==> config.mk <==
export PLATFORM = sky130hd
export DESIGN_NAME = snooze_seq
export DESIGN_NICKNAME = d
export VERILOG_FILES = /design/src/rtl/snooze_seq.sv
export SDC_FILE = /design/constraint.sdc
export NUM_CORES = 1
export LEC_CHECK = 0
export BUFFER_PORTS_ARGS = -buffer_cell sky130_fd_sc_hd__buf_4
export CAP_MARGIN = 30
export CORE_MARGIN = 3
export CORE_UTILIZATION = 30
export CTS_CLUSTER_SIZE = 28
export DETAILED_ROUTE_END_ITERATION = 8
export SYNTH_ARGS = -nofsm -noshare
export SYNTH_HDL_FRONTEND = slang
export SYNTH_SLANG_ARGS = --single-unit
==> constraint.sdc <==
create_clock -name clk -period 1.65 [get_ports clk]
set_clock_uncertainty 0.1 [all_clocks]
set_input_delay 0.165 -clock clk [delete_from_list [all_inputs] [get_ports clk]]
set_output_delay 0.165 -clock clk [all_outputs]
set_load 0.01 [all_outputs]
==> src/rtl/snooze_seq.sv <==
module snooze_seq #(
  parameter int SYNC_STAGES = 2,
  parameter int ENTER_CYC   = 2,
  parameter int RECOV_CYC   = 2
) (
  input  logic       clk,
  input  logic       rst_n,
  input  logic       sleep_pin,
  input  logic [1:0] cmd,
  output logic       in_gate_en,
  output logic       out_hiz,
  output logic       low_power,
  output logic       violation
);
  localparam int MAXC  = (ENTER_CYC > RECOV_CYC) ? ENTER_CYC : RECOV_CYC;
  localparam int CNT_W = $clog2(MAXC + 1);
  localparam logic [CNT_W-1:0] ENTER_LAST = CNT_W'(ENTER_CYC - 1);
  localparam logic [CNT_W-1:0] RECOV_LAST = CNT_W'(RECOV_CYC - 1);

  typedef enum logic [1:0] {ST_ACTIVE, ST_ENTER, ST_SLEEP, ST_RECOV} st_t;

  logic [SYNC_STAGES-1:0] sync_q;
  st_t                    st;
  logic [CNT_W-1:0]       cnt;
  logic                   slp, is_rd, is_wr;

  always_ff @(posedge clk or negedge rst_n)
    if (!rst_n) sync_q[0] <= 1'b0;
    else        sync_q[0] <= sleep_pin;

  for (genvar i = 1; i < SYNC_STAGES; i++) begin : g_sync
    always_ff @(posedge clk or negedge rst_n)
      if (!rst_n) sync_q[i] <= 1'b0;
      else        sync_q[i] <= sync_q[i-1];
  end

  assign slp   = sync_q[SYNC_STAGES-1];
  assign is_rd = (cmd == 2'b01);
  assign is_wr = (cmd == 2'b10);

  always_ff @(posedge clk or negedge rst_n) begin
    if (!rst_n) begin
      st  <= ST_ACTIVE;
      cnt <= '0;
    end else begin
      case (st)
        ST_ACTIVE: if (slp) begin st <= ST_ENTER; cnt <= '0; end
        ST_ENTER:
          if (cnt == ENTER_LAST) st <= ST_SLEEP;
          else                   cnt <= cnt + 1'b1;
        ST_SLEEP: if (!slp) begin st <= ST_RECOV; cnt <= '0; end
        ST_RECOV:
          if (slp) begin
            st  <= ST_ENTER;
            cnt <= '0;
          end else if (cnt == RECOV_LAST) st <= ST_ACTIVE;
          else                            cnt <= cnt + 1'b1;
        default: st <= ST_ACTIVE;
      endcase
    end
  end

  always_ff @(posedge clk or negedge rst_n)
    if (!rst_n) violation <= 1'b0;
    else if ((st == ST_ACTIVE && slp && (is_rd || is_wr)) ||
             (st == ST_RECOV && is_wr))
      violation <= 1'b1;

  assign in_gate_en = (st == ST_ACTIVE) || (st == ST_RECOV);
  assign out_hiz    = (st == ST_ENTER)  || (st == ST_SLEEP);
  assign low_power  = (st == ST_SLEEP);
endmodule

# Yosys cells after proc, flatten, opt, wreduce, memory -nomap -nowiden
# Index checks and enable logic that the tools add are counted.
# word_totals
reg_bits,7
latch_bits,0
ram_bits,0
mem_bits_ro,0
inputBits,5
out_inout_bits,4
elab_cells,37
n_memories,0
# classes
addsub,1
mul,0
div_mod_pow,0
order_cmp,0
n_eq_ne,10
n_shift,0
mux,11
n_bitwise,0
n_reduce_logical,10
# op_table
operator,count
two-way mux 2 bit,9
one-hot mux 2 bit (4 select lines),2
== test 2 x 1 -> 1 bit (second input constant),3
== test 2 bit (second input constant),3
inequality test 2 bit (second input constant),3
logical OR 1 bit,4
AND reduction 4 bit,1
logical AND 1 bit,3
inequality test 3 bit (second input constant),1
adder 2 x 1 -> 2 bit (second input constant),1
zero test 2 bit,1
AND reduction 2 bit,1

# Depth between registers and ports, before layout
# Gate-level depths: netlist of the first run.
# logic_depth
ltp_word,4
mapped_depth,5
depth_no_buf,5

# Least setup slack after synthesis of the first run
# OpenSTA, ideal clock, no wires.
# synth_path
kind,flip-flop to flip-flop
startpoint,register st[0]
endpoint,register cnt[0]
setup_time_ps,125
arrival_time_ps,1299
t_required_ps,1425
slack_ps,126
path_stages_with_launch,5
path_buffers,0
period_less_slack_ps,1524
path_cell_list,dfrtp_1 > inv_1 > ha_1 > mux2i_2 > mux2_2
# synth_between
elab_chain_cells,3
word_cells_on_any_way,8
cone_classes,5 x eq/ne; 1 x mux; 2 x reduce/logical
# synth_lines
element,line_no,rtl
from (decl),23,st_t st;
from (signal assigned),43,st <= ST_ACTIVE;
from (signal assigned),47,ST_ACTIVE: if (slp) begin st <= ST_ENTER; cnt <= '0; end
from (signal assigned),49,if (cnt == ENTER_LAST) st <= ST_SLEEP;
== test 2 bit (*),-,
named net low_power,12,"output logic low_power,"
inequality test 2 bit (no line),-,
AND reduction 2 bit (no line),-,
to (signal assigned),50,else cnt <= cnt + 1'b1;
to (signal assigned),57,else cnt <= cnt + 1'b1;
to (decl),24,logic [CNT_W-1:0] cnt;
# The timed path passes the listed nets; every way through them passes the cells marked *.
# A chain may end at the register's enable or synchronous reset.

# Worst setup path after layout of the first run
# layout_path
startpoint,register st[1]
endpoint,register cnt[0]
# layout_between
elab_chain_cells,3
word_cells_on_any_way,8
cone_classes,5 x eq/ne; 1 x mux; 2 x reduce/logical
# layout_lines
element,line_no,rtl
== test 2 bit or zero test 2 bit (tied branches),46,case (st)
inequality test 2 bit (no line),-,
AND reduction 2 bit (no line),-,
# Several ways; a longest one is shown, not always the timed one.

==> impl_metrics.toml, run 1 <==
[detailed_routing]
drt-pass1-iter-count = 2
routed_via_density = 4.547
drtIter0Drc = 2
drc = 0
wl_um = 663
wl_per_cell_um = 10.36
vias = 291
ant_nets = 0

[floorplanning]
row_count = 12
pin_count = 9
dieArea_mm2 = 0.001843
coreArea_mm2 = 0.001186
start_util_pct = 34.49
die_h_um = 42.93
chipWidth_um = 42.93

[cts]
clock_sinks = 7
clk_latency_ns = 0.26
ctsResizeCount = 0
cts_made_buffers = 3
cts_htree_levels = 1
cts_root_buf = "clkbuf_4"
clock_path_buffers = 2
clk_pin_slew_worst_paths_ns = 0.06
cts_tree = "yes"

[yosys]
ys_seq_area_share_pct = 42.81
ys_seq_elements = 7
synth-main-ff-cell = "dfrtp_1"
synth.area.top_cells = "dfrtp_1 43%, ha_1 21%, mux2i_1 4.9%, inv_1 4.6%, a21oi_4 4.0%"
synth_top_cell_area_share_pct = 42.81
netlist_area_um2 = 409.1
postSynthAreaPerCell_um2 = 11.69
synth_top_cells_by_count = "7 x dfrtp_1, 7 x ha_1, 5 x inv_1, 2 x a21oi_1, 2 x mux2i_1"
yosysTopAreaCell = "dfrtp_1"
synthDistinctLibCells = 17
synth_edf_count = 0
netlist_instances = 35
yosys_warnings = 0
syn-num-nets = 47
synthArstFlopShare_pct = 100.0

[worst_setup_path]
cp_cell_sequence = "inv_1, ha_1, mux2i_2, mux2_2"
cp_slowest_cell = "dfrtp_1"
crit_family = "multiplexers"
cp.arrival_ns = 1.57
criticalPathCategory = "flip-flop to flip-flop"
critical_path_cell_count = 4
crit_path_max_incr_delay_ns = 0.40
cp-end-kind = "flip-flop"
critPathMaxFanout = 5
critPathBufInv = 1
cp-start-kind = "flip-flop"
rr_worst_depth = 4
worstPathRequired_ns = 1.69

[place]
port_buffers = 8
dp_hpwl_um = 543.9
gp_congestion = 0.6635

[timing]
fin_crit_ns = 1.524
setup_viol = 0
hold_viol = 0
tns_ns = 0
rsz0062_at_grt = "false"
drv_slew = 0
period_share_pct = 92.37
slew_headroom_pct = 84.26
fmax_mhz = 656.1
tightestPinTransition_ns = 0.2315

[min_path]
hold-path-cell-count = 3
min_path_type = "primary input to flip-flop"

[global_routing]
grt_max_degree = 8
grt_pass1_wl_mm = 1.283
antenna_found_initial = 0
grt-ovfl-total = 0
grt_pass1_vias = 292
grt_usage_pct = 9.610

[status]
status = "complete, no violations"

[power_and_ir_drop]
ir_drop_v = 0.0009886
leakagePower_nw = 0.2765
power_w = 0.0009631
p_per_area_mw_per_mm2 = 1782

[cells_and_area]
layout-drive-gt1-share_pct = 34.00
syn_to_final_growth_pct = 32.11
fin_nets = 63
fin_util_pct = 45.57
antenna_cells = 0

[flow_run]
maxCapViolCount = 0
-- worst min-delay path: stages --
cell and delay, ns:
buf_4 0.08, ha_1 0.10, o21ai_0 0.07
-- timing repair --
action,in CTS,in global routing
hold buffers,2,0
setup endpoints to repair,0,2
hold endpoints to repair,8,0
setup buffers,0,1
-- routing by layer --
metal	up-vias	part of all wire [%]	GRT usage (%)
met4	0	0	3.614
met5	-	0	0
met2	12	44	12.87
met1	130	44	11.57
met3	0	12	7.203
li1	149	-	-
-- state kept, by name, summed over array words and instances (netlist names) --
signal / cells
sync_q: 1
violation: 1
st: 2
slp: 1
cnt: 2
-- logic make-up (layout without fill, tap and decap cells) --
group / count (synthesis) / in the layout / share of synthesized area, %
AO/OA/AOI/OAI: 7 / 7 / 13.46
adder cells (fa/ha/maj): 7 / 7 / 21.41
buffers and inverters: 5 / 20 / 4.588
flip-flops: 7 / 7 / 42.81
multiplexers: 4 / 4 / 11.01
AND/OR/NAND/NOR: 5 / 5 / 6.729
-- final timing paths --
check | startpoint | endpoint | slack, ns
worst max-delay path | st[1] | cnt[0] | 0.13
max in group asynchronous | rst_n | slp | 1.17
worst max register to register | st[1] | cnt[0] | 0.13
worst min-delay path | cmd[1] | violation | 0.11
worst min register to register | sync_q[0] | slp | 0.25
min in group asynchronous | rst_n | cnt[0] | 0.15
-- report_power, final --
part / leakage, nW / internal (W) / switching [W] / total (W)
clock: 0.0150 / 0.0000923 / 0.0000640 / 0.000156
combinational: 0.180 / 0.000278 / 0.000278 / 0.000556
sequential: 0.0819 / 0.000216 / 0.0000342 / 0.000251
-- cells in the final DEF, fill, tap and decap left out, drive strengths merged --
cell type and instances:
a211oi 1, dlygate4sd3 2, ha 7, mux2i 3, o31ai 1, nor2 1, buf 9, mux2 1
and3 1, nand2 1, dfrtp 7, nor2b 1, clkbuf 4, a21oi 3, and2 1, inv 5
o21ai 2
-- per-stage QoR --
step	setup slack, ns	area, µm²	instances	hold slack [ns]
4_1_cts	0.07340	533.0	63	0.1081
6_report	0.1259	540.5	64	0.1059
3_5_place_dp	0.07292	486.7	57	-0.1179
5_1_grt	0.004595	540.5	64	0.1087
3_3_place_gp	0.1346	486.7	57	-0.1176
2_1_floorplan	0.1264	409.1	35	-0.2306
-- cell type report --
type                    count  area [µm²]
flip-flops and latches      7       175.2
well taps                  14       17.52
fillers                   119       645.6
clock buffers               4       26.28
repair buffers             11       87.58
multi-input cells          23       215.2
inverters                   5       18.77
Power figures use the tool's default switching activity.
==> run 2: changes to the inputs <==
--- a/config.mk
+++ b/config.mk
@@ -11,6 +11,7 @@
 export CORE_UTILIZATION = 30
 export CTS_CLUSTER_SIZE = 28
 export DETAILED_ROUTE_END_ITERATION = 8
+export RECOVER_POWER = 50
 export SYNTH_ARGS = -nofsm -noshare
 export SYNTH_HDL_FRONTEND = slang
 export SYNTH_SLANG_ARGS = --single-unit
==> run 2 against run 1 <==
  * Worst setup slack unchanged
  * Cell count stayed put
  * Critical path depth did not move
  * Combinational power about the same
  * Non-clock buffer count stayed put
  * Die area stayed put
  * Hold slack stayed put
  * Sequential cell count stayed put
  * Total power decreased by 0.12%
  * Final area fell by 0.69%
  * Via count stayed put
  * Largest cell class unchanged
==> impl_metrics.toml, run 2 (same netlist as run 1, synthesis figures left out) <==
[timing]
slew_headroom_pct = 74.75
hold_viol = 0
drv_slew = 0
tns_ns = 0
setup_viol = 0
tightestPinTransition_ns = 0.3787
fin_crit_ns = 1.524
fmax_mhz = 656.1
rsz0062_at_grt = "false"
period_share_pct = 92.37

[min_path]
hold-path-cell-count = 3
holdCritStartpoint = "cmd[1]"
min_path_type = "primary input to flip-flop"
worstHoldEndpoint = "violation"

[cts]
cts_root_buf = "clkbuf_4"
clock_sinks = 7
cts_made_buffers = 3
cts_htree_levels = 1
clock_path_buffers = 2
clk_pin_slew_worst_paths_ns = 0.06
cts_tree = "yes"
clk_latency_ns = 0.26

[global_routing]
grtUsageMet3_pct = 7.203
grt-ovfl-total = 0
top_usage_layer = "met2"
antenna_found_initial = 0
grt_max_degree = 8
grt_use_met2_pct = 12.87
grt_usage_pct = 9.610
grt_pass1_vias = 292
grt_pass1_wl_mm = 1.283
grt_use_met1_pct = 11.57

[worst_setup_path]
criticalPathCategory = "flip-flop to flip-flop"
cp-end-kind = "flip-flop"
rr_worst_depth = 4
worstReg2RegEnd = "cnt[0]"
worstPathRequired_ns = 1.69
r2r-start = "st[1]"
rrSetupSlack_ns = 0.13
critPathMaxFanout = 5
cp.arrival_ns = 1.57
cp-start-kind = "flip-flop"

[floorplanning]
dieArea_mm2 = 0.001843
row_count = 12
chipWidth_um = 42.93
coreArea_mm2 = 0.001186
pin_count = 9
start_util_pct = 34.49
die_h_um = 42.93

[detailed_routing]
wl_per_cell_um = 10.33
drc = 0
vias = 291
wl_um = 661
ant_nets = 0
drtIter0Drc = 2
drt-pass1-iter-count = 2
routed_via_density = 4.547

[place]
gp_congestion = 0.6635
dp.cells = 57
dp_hpwl_um = 543.9
port_buffers = 8

[cells_and_area]
syn_to_final_growth_pct = 31.19
layout_common_cells = "8 x buf_4, 7 x ha_1, 7 x dfrtp_1"
layout-drive-gt1-share_pct = 32.00
final_common_cell = "buf_4"
fin_util_pct = 45.25
layout.cells.non_filler = 64
antenna_cells = 0
largest_registers = "cnt x2, st x2"
fin_nets = 63

[flow_run]
maxCapViolCount = 0

[status]
status = "complete, no violations"

[power_and_ir_drop]
ir_drop_v = 0.0009885
p_per_area_mw_per_mm2 = 1792
leakagePower_nw = 0.2729
==> run 2: layer usage <==
metal | part of all wire [%] | vias to the layer above
met4 | 0 | 0
met2 | 45 | 12
met3 | 12 | 0
li1 | - | 149
met5 | 0 | -
met1 | 44 | 130
==> run 2: what timing repair did <==
action | CTS | global route
hold buffers | 2 | 0
gates resized for setup | 0 | 0
buffers inserted | 0 | 1
endpoints found under the setup margin | 0 | 2
endpoints found under the hold margin | 8 | 0
==> run 2: where the power goes <==
group | total [W] | switching (W) | internal (W)
Sequential | 0.000250 | 0.0000342 | 0.000216
Combinational | 0.000555 | 0.000278 | 0.000277
Clock | 0.000156 | 0.0000640 | 0.0000923
==> run 2: layout make-up <==
cell class / count / area [µm²]
Clock buffer: 4 / 26.28
Fill cell: 118 / 649.4
Inverter: 5 / 18.77
Multi-Input combinational cell: 23 / 215.2
Sequential cell: 7 / 175.2
Tap cell: 14 / 17.52
Timing Repair Buffer: 11 / 83.83
==> run 2: metrics by stage <==
| step | hold slack [ns] | total power, W | instance area [µm²] | setup slack (ns) |
|---|---|---|---|---|
| 2_1_floorplan | -0.2306 | 0.0006300 | 409.1 | 0.1264 |
| 3_3_place_gp | -0.1176 | 0.0007752 | 486.7 | 0.1346 |
| 3_5_place_dp | -0.1179 | 0.0007932 | 486.7 | 0.07292 |
| 4_1_cts | 0.1081 | 0.0009584 | 533.0 | 0.07340 |
| 5_1_grt | 0.1087 | 0.001073 | 536.8 | 0.004595 |
| 6_report | 0.1059 | 0.0009620 | 536.8 | 0.1259 |
==> run 2: how the worst max path moves through the flow <==
stage          startpoint         end  slack [ns]  cells past startpoint
2_1_floorplan       st[0]      cnt[0]        0.13                      4
3_3_place_gp        st[0]      cnt[0]        0.13                      4
3_5_place_dp        st[0]      cnt[0]        0.07                      4
4_1_cts             st[0]      cnt[0]        0.07                      4
5_1_grt             st[1]  in_gate_en       0.005                      4
6_report            st[1]      cnt[0]        0.13                      4
==> run 2: critical path: stages (launching register included) <==
cell and delay, ns:
dfrtp_1 0.40, inv_1 0.11, ha_1 0.22, mux2i_2 0.23, mux2_2 0.36
